[config.mk]
export PLATFORM = sky130hd
export DESIGN_NAME = spi_ctl_port
export DESIGN_NICKNAME = d
export VERILOG_FILES = /design/src/rtl/spi_ctl_pkg.sv /design/src/rtl/spi_byte_fifo.sv /design/src/rtl/spi_shift_engine.sv /design/src/rtl/spi_ctl_port.sv
export SDC_FILE = /design/constraint.sdc
export NUM_CORES = 1
export LEC_CHECK = 0
export ABC_CLOCK_PERIOD_IN_PS = 2900
export CAP_MARGIN = 20
export CORE_UTILIZATION = 50
export CTS_CLUSTER_DIAMETER = 120
export DETAILED_ROUTE_END_ITERATION = 10
export PLACE_DENSITY_LB_ADDON = 0.08
export SLEW_MARGIN = 5
export SYNTH_ARGS = -nofsm -noshare
export SYNTH_HDL_FRONTEND = slang
export SYNTH_SLANG_ARGS = --single-unit
[constraint.sdc]
create_clock -name clk -period 2.9 [get_ports clk]
set_input_delay 0.435 -clock clk [delete_from_list [all_inputs] [get_ports clk]]
set_output_delay 0.435 -clock clk [all_outputs]
set_load 0.02 [all_outputs]
[src/rtl/spi_ctl_pkg.sv]
package spi_ctl_pkg;

  // Control word bit positions
  localparam int B_STROBE = 15;
  localparam int B_INIT   = 14;
  localparam int B_STYLE  = 13;
  localparam int B_DUPLEX = 12;
  localparam int B_SSMAN  = 11;
  localparam int B_RDEN   = 10;
  localparam int B_TXRDY  = 9;
  localparam int B_RXAV   = 8;
  localparam int B_TXEMP  = 7;
  localparam int B_RXFULL = 6;

  typedef enum logic [1:0] {
    XF_NONE = 2'd0,
    XF_WR   = 2'd1,
    XF_RD   = 2'd2,
    XF_STB  = 2'd3
  } xfer_e;

  // 000 means a whole byte
  function automatic logic [3:0] len_decode(input logic [2:0] f);
    return (f == 3'd0) ? 4'd8 : {1'b0, f};
  endfunction

endpackage

[src/rtl/spi_byte_fifo.sv]
module spi_byte_fifo #(
  parameter int DEPTH = 8,
  parameter int W     = 8
) (
  input  logic         clk,
  input  logic         rst_n,
  input  logic         clr,
  input  logic         push,
  input  logic [W-1:0] din,
  input  logic         pop,
  output logic [W-1:0] dout,
  output logic         empty,
  output logic         full
);
  localparam int AW = (DEPTH > 1) ? $clog2(DEPTH) : 1;
  localparam int CW = $clog2(DEPTH + 1);
  localparam logic [AW-1:0] LAST = AW'(DEPTH - 1);
  localparam logic [CW-1:0] CMAX = CW'(DEPTH);

  logic [W-1:0]  mem [DEPTH];
  logic [AW-1:0] wp_q, wp_d, rp_q, rp_d;
  logic [CW-1:0] cnt_q, cnt_d;
  logic          do_push, do_pop;

  assign empty   = (cnt_q == '0);
  assign full    = (cnt_q == CMAX);
  assign do_push = push && !full;
  assign do_pop  = pop && !empty;
  assign dout    = mem[rp_q];

  always_comb begin
    wp_d  = wp_q;
    rp_d  = rp_q;
    cnt_d = cnt_q;
    if (clr) begin
      wp_d  = '0;
      rp_d  = '0;
      cnt_d = '0;
    end else begin
      if (do_push) wp_d = (wp_q == LAST) ? '0 : wp_q + 1'b1;
      if (do_pop)  rp_d = (rp_q == LAST) ? '0 : rp_q + 1'b1;
      if (do_push && !do_pop)      cnt_d = cnt_q + 1'b1;
      else if (do_pop && !do_push) cnt_d = cnt_q - 1'b1;
    end
  end

  always_ff @(posedge clk or negedge rst_n) begin
    if (!rst_n) begin
      wp_q  <= '0;
      rp_q  <= '0;
      cnt_q <= '0;
    end else begin
      wp_q  <= wp_d;
      rp_q  <= rp_d;
      cnt_q <= cnt_d;
    end
  end

  always_ff @(posedge clk) begin
    if (do_push && !clr) mem[wp_q] <= din;
  end


  fifo_cap_chk: assert property (@(posedge clk) disable iff (!rst_n)
    cnt_q <= CMAX);


  no_overflow_chk: assert property (@(posedge clk) disable iff (!rst_n)
    (push && full && !pop && !clr) |=> full);

endmodule

[src/rtl/spi_shift_engine.sv]
module spi_shift_engine
  import spi_ctl_pkg::*;
#(
  parameter int SCK_HALF      = 2,
  parameter int STROBE_PULSES = 8
) (
  input  logic       clk,
  input  logic       rst_n,
  input  logic       master,
  input  logic       cpol,
  input  logic       full_dup,
  input  logic       tx_valid,
  input  logic [7:0] tx_byte,
  input  logic [2:0] tx_len,
  input  logic [2:0] rx_len,
  input  logic       rd_req,
  input  logic       strobe_go,
  input  logic       miso,
  output logic       tx_pop,
  output logic       rd_start,
  output logic       rx_push,
  output logic [7:0] rx_byte,
  output logic       busy,
  output logic       xfer_active,
  output logic       strobe_active,
  output logic       sck,
  output logic       mosi
);
  localparam int MAXB   = (STROBE_PULSES > 8) ? STROBE_PULSES : 8;
  localparam int BITS_W = $clog2(MAXB + 1);
  localparam int PH_W   = (SCK_HALF > 1) ? $clog2(SCK_HALF) : 1;
  localparam logic [PH_W-1:0]   PH_MAX = PH_W'(SCK_HALF - 1);
  localparam logic [BITS_W-1:0] STB_N  = BITS_W'(STROBE_PULSES);

  logic              run_q, run_d;
  logic              half_q, half_d;
  logic [PH_W-1:0]   ph_q, ph_d;
  logic [BITS_W-1:0] bits_q, bits_d;
  xfer_e             mode_q, mode_d;
  logic              cap_q, cap_d;
  logic [7:0]        sho_q, sho_d;
  logic [7:0]        shi_q, shi_d;

  always_comb begin
    run_d    = run_q;
    half_d   = half_q;
    ph_d     = ph_q;
    bits_d   = bits_q;
    mode_d   = mode_q;
    cap_d    = cap_q;
    sho_d    = sho_q;
    shi_d    = shi_q;
    tx_pop   = 1'b0;
    rd_start = 1'b0;
    rx_push  = 1'b0;
    if (!run_q) begin
      if (strobe_go) begin
        run_d  = 1'b1;
        mode_d = XF_STB;
        cap_d  = 1'b0;
        sho_d  = '0;
        bits_d = STB_N;
      end else if (master && tx_valid) begin
        run_d  = 1'b1;
        mode_d = XF_WR;
        cap_d  = full_dup;
        sho_d  = tx_byte;
        bits_d = BITS_W'(len_decode(tx_len));
        tx_pop = 1'b1;
      end else if (master && rd_req) begin
        run_d    = 1'b1;
        mode_d   = XF_RD;
        cap_d    = 1'b1;
        sho_d    = '0;
        bits_d   = BITS_W'(len_decode(rx_len));
        rd_start = 1'b1;
      end
      half_d = 1'b0;
      ph_d   = '0;
      shi_d  = '0;
    end else if (ph_q == PH_MAX) begin
      ph_d = '0;
      if (!half_q) begin
        half_d = 1'b1;
        shi_d  = {shi_q[6:0], miso};
      end else begin
        half_d = 1'b0;
        sho_d  = {sho_q[6:0], 1'b0};
        bits_d = bits_q - 1'b1;
        if (bits_q == BITS_W'(1)) begin
          run_d   = 1'b0;
          mode_d  = XF_NONE;
          rx_push = cap_q;
        end
      end
    end else begin
      ph_d = ph_q + 1'b1;
    end
  end

  always_ff @(posedge clk or negedge rst_n) begin
    if (!rst_n) begin
      run_q  <= 1'b0;
      half_q <= 1'b0;
      ph_q   <= '0;
      bits_q <= '0;
      mode_q <= XF_NONE;
      cap_q  <= 1'b0;
      sho_q  <= '0;
      shi_q  <= '0;
    end else begin
      run_q  <= run_d;
      half_q <= half_d;
      ph_q   <= ph_d;
      bits_q <= bits_d;
      mode_q <= mode_d;
      cap_q  <= cap_d;
      sho_q  <= sho_d;
      shi_q  <= shi_d;
    end
  end

  assign busy          = run_q;
  assign strobe_active = run_q && (mode_q == XF_STB);
  assign xfer_active   = run_q && (mode_q != XF_STB);
  assign rx_byte       = shi_q;
  assign sck           = cpol ^ (run_q && half_q);
  assign mosi          = run_q && sho_q[7];


  pop_starts_chk: assert property (@(posedge clk) disable iff (!rst_n)
    tx_pop |=> (busy && mode_q == XF_WR));


  one_start_chk: assert property (@(posedge clk) disable iff (!rst_n)
    !(tx_pop && rd_start));


  strobe_quiet_chk: assert property (@(posedge clk) disable iff (!rst_n)
    strobe_active |-> !mosi && !rx_push);

endmodule

[src/rtl/spi_ctl_port.sv]
module spi_ctl_port
  import spi_ctl_pkg::*;
#(
  parameter int ADDR_W        = 1,
  parameter int SS_DLY_W      = 2,
  parameter int FIFO_DEPTH    = 8,
  parameter int SCK_HALF      = 2,
  parameter int STROBE_PULSES = 8
) (
  input  logic                clk,
  input  logic                rst_n,
  input  logic                bus_sel,
  input  logic                bus_wr,
  input  logic                bus_rd,
  input  logic [ADDR_W-1:0]   bus_addr,
  input  logic [15:0]         bus_wdata,
  output logic [15:0]         bus_rdata,
  input  logic                cfg_master,
  input  logic                cfg_three_wire,
  input  logic                cfg_cpol,
  input  logic [SS_DLY_W-1:0] cfg_ss_dly,
  input  logic                miso,
  output logic                sck,
  output logic                mosi,
  output logic                ss_n,
  output logic                fifo_err
);
  localparam logic [ADDR_W-1:0] CTRL_ADDR = ADDR_W'(0);
  localparam logic [ADDR_W-1:0] DATA_ADDR = ADDR_W'(1);

  logic ctl_wr, ctl_rd, dat_wr, dat_rd;
  logic style_q, style_d, dup_q, dup_d, ssman_q, ssman_d, rden_q, rden_d;
  logic [2:0] txlen_q, txlen_d, rxlen_q, rxlen_d;
  logic err_q, err_d;
  logic init_cmd, strobe_go;

  logic       tx_empty, tx_full, rx_empty, rx_full;
  logic [7:0] tx_dout, rx_dout, rx_byte;
  logic       tx_pop, rd_start, rx_push;
  logic       busy, xfer_active, strobe_active;

  assign ctl_wr = bus_sel && bus_wr && (bus_addr == CTRL_ADDR);
  assign ctl_rd = bus_sel && bus_rd && (bus_addr == CTRL_ADDR);
  assign dat_wr = bus_sel && bus_wr && (bus_addr == DATA_ADDR);
  assign dat_rd = bus_sel && bus_rd && (bus_addr == DATA_ADDR);

  assign init_cmd  = ctl_wr && bus_wdata[B_INIT];
  assign strobe_go = ctl_wr && bus_wdata[B_STROBE] && cfg_master && !busy;

  // Next state of the writable fields
  always_comb begin
    style_d = style_q;
    dup_d   = dup_q;
    ssman_d = ssman_q;
    rden_d  = rden_q;
    txlen_d = txlen_q;
    rxlen_d = rxlen_q;
    if (ctl_wr) begin
      style_d = bus_wdata[B_STYLE];
      dup_d   = bus_wdata[B_DUPLEX] && !cfg_three_wire;
      ssman_d = bus_wdata[B_SSMAN];
      rden_d  = bus_wdata[B_RDEN];
      txlen_d = bus_wdata[5:3];
      rxlen_d = bus_wdata[2:0];
    end else if (rd_start) begin
      rden_d = 1'b0;
    end
    if (init_cmd) err_d = 1'b0;
    else          err_d = err_q || (dat_wr && tx_full) || (dat_rd && rx_empty);
  end

  always_ff @(posedge clk or negedge rst_n) begin
    if (!rst_n) begin
      style_q <= 1'b0;
      dup_q   <= 1'b0;
      ssman_q <= 1'b0;
      rden_q  <= 1'b0;
      txlen_q <= '0;
      rxlen_q <= '0;
      err_q   <= 1'b0;
    end else begin
      style_q <= style_d;
      dup_q   <= dup_d;
      ssman_q <= ssman_d;
      rden_q  <= rden_d;
      txlen_q <= txlen_d;
      rxlen_q <= rxlen_d;
      err_q   <= err_d;
    end
  end

  spi_byte_fifo #(.DEPTH(FIFO_DEPTH), .W(8)) u_txq (
    .clk(clk), .rst_n(rst_n), .clr(init_cmd),
    .push(dat_wr), .din(bus_wdata[7:0]), .pop(tx_pop),
    .dout(tx_dout), .empty(tx_empty), .full(tx_full)
  );

  spi_byte_fifo #(.DEPTH(FIFO_DEPTH), .W(8)) u_rxq (
    .clk(clk), .rst_n(rst_n), .clr(init_cmd),
    .push(rx_push), .din(rx_byte), .pop(dat_rd),
    .dout(rx_dout), .empty(rx_empty), .full(rx_full)
  );

  spi_shift_engine #(.SCK_HALF(SCK_HALF), .STROBE_PULSES(STROBE_PULSES)) u_eng (
    .clk(clk), .rst_n(rst_n), .master(cfg_master), .cpol(cfg_cpol),
    .full_dup(dup_q), .tx_valid(!tx_empty), .tx_byte(tx_dout),
    .tx_len(txlen_q), .rx_len(rxlen_q), .rd_req(rden_q),
    .strobe_go(strobe_go), .miso(miso),
    .tx_pop(tx_pop), .rd_start(rd_start), .rx_push(rx_push), .rx_byte(rx_byte),
    .busy(busy), .xfer_active(xfer_active), .strobe_active(strobe_active),
    .sck(sck), .mosi(mosi)
  );

  always_comb begin
    bus_rdata = '0;
    if (ctl_rd) begin
      bus_rdata[B_STROBE] = strobe_active;
      bus_rdata[B_STYLE]  = style_q;
      bus_rdata[B_DUPLEX] = dup_q;
      bus_rdata[B_SSMAN]  = ssman_q;
      bus_rdata[B_RDEN]   = rden_q;
      bus_rdata[B_TXRDY]  = !tx_full;
      bus_rdata[B_RXAV]   = !rx_empty;
      bus_rdata[B_TXEMP]  = tx_empty;
      bus_rdata[B_RXFULL] = rx_full;
      bus_rdata[5:3]      = txlen_q;
      bus_rdata[2:0]      = rxlen_q;
    end else if (dat_rd && !rx_empty) begin
      bus_rdata[7:0] = rx_dout;
    end
  end

  always_comb begin
    if (!cfg_master)            ss_n = 1'b1;
    else if (cfg_ss_dly == '0)  ss_n = !ssman_q;
    else                        ss_n = !xfer_active;
  end

  assign fifo_err = err_q;


  dup_block_chk: assert property (@(posedge clk) disable iff (!rst_n)
    (ctl_wr && cfg_three_wire) |=> !dup_q);


  init_flush_chk: assert property (@(posedge clk) disable iff (!rst_n)
    init_cmd |=> (tx_empty && rx_empty && !fifo_err));


  rden_clear_chk: assert property (@(posedge clk) disable iff (!rst_n)
    (cfg_master && $fell(rden_q) && !$past(ctl_wr)) |-> $past(rd_start));


  slave_idle_chk: assert property (@(posedge clk) disable iff (!rst_n)
    (!cfg_master && !busy) |=> !busy);

endmodule

# Word-level counts from Yosys, hierarchy flattened
# Memory sizes are Yosys's and may differ from the RTL's.
# Cells that the tools add are included.
totals:
  memories: 2
  ram_bits: 128
  latch_bits: 0
  ff_bits: 57
  output_inout_bits: 20
  mem_bits_ro: 0
classes:
  n_eq_ne: 13
  order_cmp: 0
  mux: 80
  shift: 0
  bitwise: 3
  n_div: 0
  addsub: 10
  n_reduce_logical: 62
  multipliers: 0
memory_table:
  columns: ["memory", "depth", "word_bits", "read_ports", "rd_clocked_by_memory_dff", "wr", "line_no", "source"]
  rows:
  - ["u_rxq.mem", 8, 8, 1, 0, 1, "spi_byte_fifo.sv:20", "logic [W-1:0] mem [DEPTH];"]
  - ["u_txq.mem", 8, 8, 1, 0, 1, "spi_byte_fifo.sv:20", null]
op_table:
  columns: ["cell", "n"]
  rows:
  - ["two-way mux 8 bit", 11]
  - ["two-way mux 4 bit", 14]
  - ["two-way mux 3 bit", 12]
  - ["two-way mux 1 bit", 35]
  - ["logical AND 1 bit", 29]
  - ["two-way mux 2 bit", 7]
  - ["logical NOT 1 bit", 13]
  - ["adder 3 x 1 -> 3 bit (second input constant)", 4]
  - ["equality test 3 bit (second input constant)", 4]
  - ["subtractor 4 x 1 -> 4 bit (second input constant)", 3]
  - ["inequality test 2 bit (second input constant)", 5]
  - ["nonzero test 2 bit", 5]
  - ["nonzero test 3 bit", 3]
  - ["adder 4 x 1 -> 4 bit (second input constant)", 2]
  - ["equality test 4 bit (second input constant)", 2]
  - ["logical NOT 4 bit", 2]
  - ["logical NOT 3 bit", 2]
  - ["two-way mux 6 bit", 1]
  - ["equality test 4 x 1 -> 1 bit (second input constant)", 1]
  - ["AND reduction 2 bit", 2]
  - ["AND reduction 4 bit", 1]
  - ["nonzero test 4 bit", 1]
  - ["AND reduction 3 bit", 1]
  - ["equality test 2 bit (second input constant)", 1]
  - ["5 further kinds", 7]

# Longest topological paths before layout
depth:
  depth_word: 12
  ltp_mapped: 12
  ltp_nobuf: 11

# By module
# Synthesis repeated with hierarchy kept, for this count alone.
hier_totals:
  hier_cells: 547
  hier_area_um2: 8206.6
modules_own_cells:
  columns: ["module", "area_each_um2", "instances", "seq_area_each_um2", "cells_per_inst"]
  rows:
  - ["spi_byte_fifo", 3101.7, 2, 2172.1, 174]
  - ["spi_shift_engine", 1302.5, 1, 650.6, 139]
  - ["spi_ctl_port", 700.7, 1, 275.3, 60]

# Least setup slack after synthesis
# No wires, ideal clock.
synth_path:
  kind: "flip-flop to flip-flop"
  start: "reg u_txq.cnt_q[1]"
  end: "reg u_txq.cnt_q[3]"
  synth_period_minus_slack_ns: 2.578
  setup_slack_ns: 0.322
  required_time_ns: 2.772
  t_arrival_ns: 2.450
  setup_ns: 0.128
  n_path_buf: 1
  path_stages_with_launch: 10
  path_cell_list: "dfrtp_1 or4_1 buf_2 o211ai_4 nand2_2 ha_1 a21o_1 a21oi_1 mux2i_1 mux2_1"
synth_between:
  elab_chain_cells: 11
  word_cells_on_any_way: 20
  classes_between: "2 x add/sub; 1 x eq/ne; 6 x mux; 11 x reduce/logical"
synth_rtl:
  columns: ["element", "line_no", "source"]
  rows:
  - ["start: declaration", "spi_byte_fifo.sv:22", "logic [CW-1:0] cnt_q, cnt_d;"]
  - ["start signal: assignment", "spi_byte_fifo.sv:55", "cnt_q <= cnt_d;"]
  - ["logical NOT 4 bit", "spi_byte_fifo.sv:25", "assign empty = (cnt_q == '0);"]
  - ["logical NOT 1 bit", "spi_byte_fifo.sv:28, spi_ctl_port.sv:106", null]
  - ["logical AND 1 bit", "spi_shift_engine.sv:63", "end else if (master && tx_valid) begin"]
  - ["two-way mux 1 bit", "spi_shift_engine.sv:63", null]
  - ["two-way mux 1 bit", "spi_shift_engine.sv:57", "if (strobe_go) begin"]
  - ["two-way mux 1 bit", "spi_shift_engine.sv:56", "if (!run_q) begin"]
  - ["logical AND 1 bit", "spi_byte_fifo.sv:28", "assign do_pop = pop && !empty;"]
  - ["logical NOT 1 bit", "spi_byte_fifo.sv:42", "if (do_push && !do_pop) cnt_d = cnt_q + 1'b1;"]
  - ["logical AND 1 bit", "spi_byte_fifo.sv:42", null]
  - ["two-way mux 4 bit", "spi_byte_fifo.sv:42", null]
  - ["two-way mux 4 bit", "spi_byte_fifo.sv:35", "if (clr) begin"]
# Parallel ways exist; a longest one is shown, timed or not. The select of a mux whose other input is x is not followed.
# A chain may end at the register's enable or synchronous reset.

# Worst setup path in the final report
layout_path:
  start: "reg u_rxq.rp_q[0]"
  end: "out bus_rdata[4]"
layout_between:
  elab_chain_cells: 3
layout_rtl:
  columns: ["element", "line_no", "source"]
  rows:
  - ["start: declaration", "spi_byte_fifo.sv:21", "logic [AW-1:0] wp_q, wp_d, rp_q, rp_d;"]
  - ["start signal: assignment", "spi_byte_fifo.sv:54", "rp_q <= rp_d;"]
  - ["memory read (8 x 8 bit)", null, null]
  - ["two-way mux 8 bit", "spi_ctl_port.sv:128", "end else if (dat_rd && !rx_empty) begin"]
  - ["two-way mux 8 bit", "spi_ctl_port.sv:116", "if (ctl_rd) begin"]
  - ["end: declaration", "spi_ctl_port.sv:17", "output logic [15:0] bus_rdata,"]
# Every way passes these cells.

==> results.md <==
- Setup TNS: 0 ns
- Worst r2r dst: u_rxq.cnt_q[3]
- Hold Path Class: in2async
- CTS buffer count: 17
- Status: complete, no violations
- Synth Warn #: 0
- CTS clk-pin slew, worst paths: around 0.080 ns
- CTS tree: built
- Chip height: about 130 µm
- Post-synthesis cell count: about 570
- Max frequency: between 0.3 and 0.4 GHz
- Total global routing overflow: 0
- Setup Crit Path Kind: reg2out
- Most common cell in the netlist: edfxtp_1
- P_sw: approximately 2.7 mW
- DR vias: ~5000
- Yosys top cell by area: edfxtp_1
- Leak Pwr: 3.68 nW
- Critical path startpoint category: flop
- PD cells: about 850 nW/µm²
- WL final: around 17 mm
- Final worst slack: about 0.09 ns
- Mapped Nets: just over 600
- Largest net degree at the start of global routing: 36
- DR WL/cell: approximately 20 µm
- Minimum clock period: approximately 2.8 ns
- CP required: 2.47 ns
- Share of layout cells above drive strength 1: between 10% and 20%
- Vias per inst: roughly 5.7
- R2R cell count: 10
- Number of enable flip-flop cells after synthesis: approximately 130
- Reg-to-Reg Start: u_rxq.cnt_q[2]
- DP HPWL: ~11 mm
- Area growth, synth to finish: 19.1%
- Clock share of power: 28.8%
- Area contributors post-synth: edfxtp_1, dfrtp_1, mux4_2
- WP data arrival: ~2.4 ns
- Combinational power share: roughly a quarter
- Hold_ws: 0.105 ns
- Switching Fraction: approximately a third
- CTS Hold Buffers Added: 0
- GPL Wtd Cong: between 0.8 and 0.9
- Diode count: 0
- Peak supply drop: 492 µV
- DRT Pass-1 Iters: 5
- Syn avg cell area: 14.1 µm²
- Final setup violation count: 0
- RSZ-0062 raised after global routing: false
- Port Buffers: 44
- Int Power: 5.58 mW
- Slew HR: a little over two fifths
- Final core utilization: between 60% and 70%
- Vias in the first global route: around 5000
- Critical Path Fanout Max: 19
- Cell Area, Synth: ~8100 µm²
- Unique masters post-synth: a little under 60
- Synth top area share: a little under half
- Core Area: around 16000 µm²
- Post-CTS setup buffers: 0
- Nets: just under 700
- Worst Setup End Kind: output pin
- Max Slew Vio Count: 0
- Final worst clock skew: approximately 0.016 ns
- Initial antenna violation count: 0
- Post-route ant nets: 0
- Slew @ Worst Pin: 0.870 ns
- Chip Width: between 100 and 150 µm
- Clk root buf: clkbuf_16
- Clk buf depth: 2
- Fin. Hold Viols: 0
- Place WS: approximately 0.0059 ns
- Flop pwr share: about 45%
- DRC viols: 0
- #FFs+latches synth: 185
- Ports: 48
- FP Rows: 46
- Post-synthesis async set-or-reset flop share: 30.8%
- Clock sink count: 185
- Global-route wire length before repair: between 20 and 30 mm
- 1st-iter DRT viols: between 200 and 300
- DIE AREA: approximately 17000 µm²
- Post-synthesis sequential area ratio: 65.1%
- Total Routing Usage GR: between 20 and 25%
- Clk_lat worst skew: 0.44 ns
- Total power: about 8.2 mW
- H-tree Lvls: 4
- Part of the cycle the worst path needs: between 90% and 100%
- Ys flop type: edfxtp_1
- Max-Cap Viols: 0
- Worst R2R Setup Slack: 0.27 ns
- Initial Util: 51.2%
- Most instantiated cells after synthesis: edfxtp_1, nand2_1, dfrtp_1, nor2_1, mux4_2
## per-stage QoR
step | cells | area [µm²]
3_3_place_gp | 847 | 9020
5_1_grt | 879 | 9650
3_5_place_dp | 847 | 9020
4_1_cts | 879 | 9630
6_report | 879 | 9650
2_1_floorplan | 573 | 8100
## layout make-up
class	count	area, µm²
Fill cell	1167	6180
Sequential cell	185	5270
Multi-Input combinational cell	349	2660
Timing Repair Buffer	86	787
Clock buffer	17	425
Tap cell	216	270
Clock inverter	15	191
Inverter	11	41.3
## power groups by stage
stage | sequential [mW] | clock [mW] | combinational, mW
after floorplan | 3.55 | 0 | 1.64
after global placement | 3.71 | 0 | 2.12
after detailed placement | 3.74 | 0 | 2.18
after CTS | 3.69 | 2.40 | 2.20
after global routing | 3.75 | 2.50 | 2.42
final | 3.69 | 2.37 | 2.17
## routing by layer
metal  GRT usage [%]  part of all wire (%)
met2            36.2                    49
met4            7.82                   1.3
met3            4.17                   3.6
met1            30.4                    46
met5               0                     0
## layout by cell type (no fill, tap or decap), types with 2 or more instances in the layout
master	instances
xnor2_1	5
edfxtp_1	128
a21boi_0	8
nand2_1	72
nor2_1	46
nand2_2	2
or2_2	2
inv_1	10
o21a_1	8
nor3b_1	5
clkinv_8	4
inv_6	4
nand3b_1	3
nor2b_1	7
a31oi_1	3
clkdlybuf4s50_1	37
nand2b_1	7
a22o_1	2
o22ai_1	9
nand3_1	7
dlymetal6s2s_1	5
o21ai_0	13
buf_4	40
fa_1	2
buf_12	2
mux2_2	2
o21ai_1	2
nor3_1	14
or4_1	2
mux2i_1	24
ha_1	14
clkbuf_16	17
inv_8	4
dfrtp_1	57
and2_1	8
a21oi_1	23
nor4_1	3
mux4_2	31
a211oi_1	2
## cell families (layout without fill, tap and decap cells)
group / count (synthesis) / count (layout) / synth area share (%)
other: 1 / 1 / 0.0463
AOI/OAI and AO/OA: 79 / 79 / 6.26
xor gates and xnor gates: 6 / 6 / 0.742
muxes: 58 / 58 / 12.0
DFF: 185 / 185 / 65.1
buffers and inverters: 39 / 129 / 2.07
and+or+nand+nor: 189 / 189 / 11.1
adders and majority gates: 16 / 16 / 2.66
## worst max path at each step
| stage | from | endpoint | slack [ns] | cells after the start |
|---|---|---|---|---|
| CTS | u_rxq.rp_q[0] | bus_rdata[0] | 0.01 | 5 |
| finish | u_rxq.rp_q[0] | bus_rdata[4] | 0.09 | 5 |
| floorplan | u_txq.cnt_q[1] | u_txq.cnt_q[3] | 0.32 | 9 |
| detailed placement | bus_sel | u_rxq.cnt_q[3] | 0.006 | 11 |
| global route | u_rxq.rp_q[0] | bus_rdata[4] | 0.03 | 5 |
| global placement | bus_sel | bus_rdata[0] | 0.04 | 5 |
## state kept, by name (all words and copies together), names as in the netlist, 2 cells and up
name	cells
rxlen_q	3
txlen_q	3
u_eng.bits_q	4
u_eng.mode_q	2
u_eng.rx_byte	8
u_eng.sho_q	8
u_rxq.cnt_q	4
u_rxq.mem	64
u_rxq.rp_q	3
u_rxq.wp_q	3
u_txq.cnt_q	4
u_txq.mem	64
u_txq.rp_q	3
u_txq.wp_q	3
## worst max-delay path, cell delays in order, from the launching register on
cell and delay (ns):
dfrtp_1 0.38, buf_12 0.19, mux4_2 0.52, mux2i_1 0.14, o21ai_0 0.12, clkdlybuf4s50_1 0.57
## what timing repair did
item / CTS / global route
gates resized for setup: 2 / 5
setup endpoints to repair: 4 / 5
cloned: 0 / 0
No activity file was read; power rests on OpenSTA's default activity.
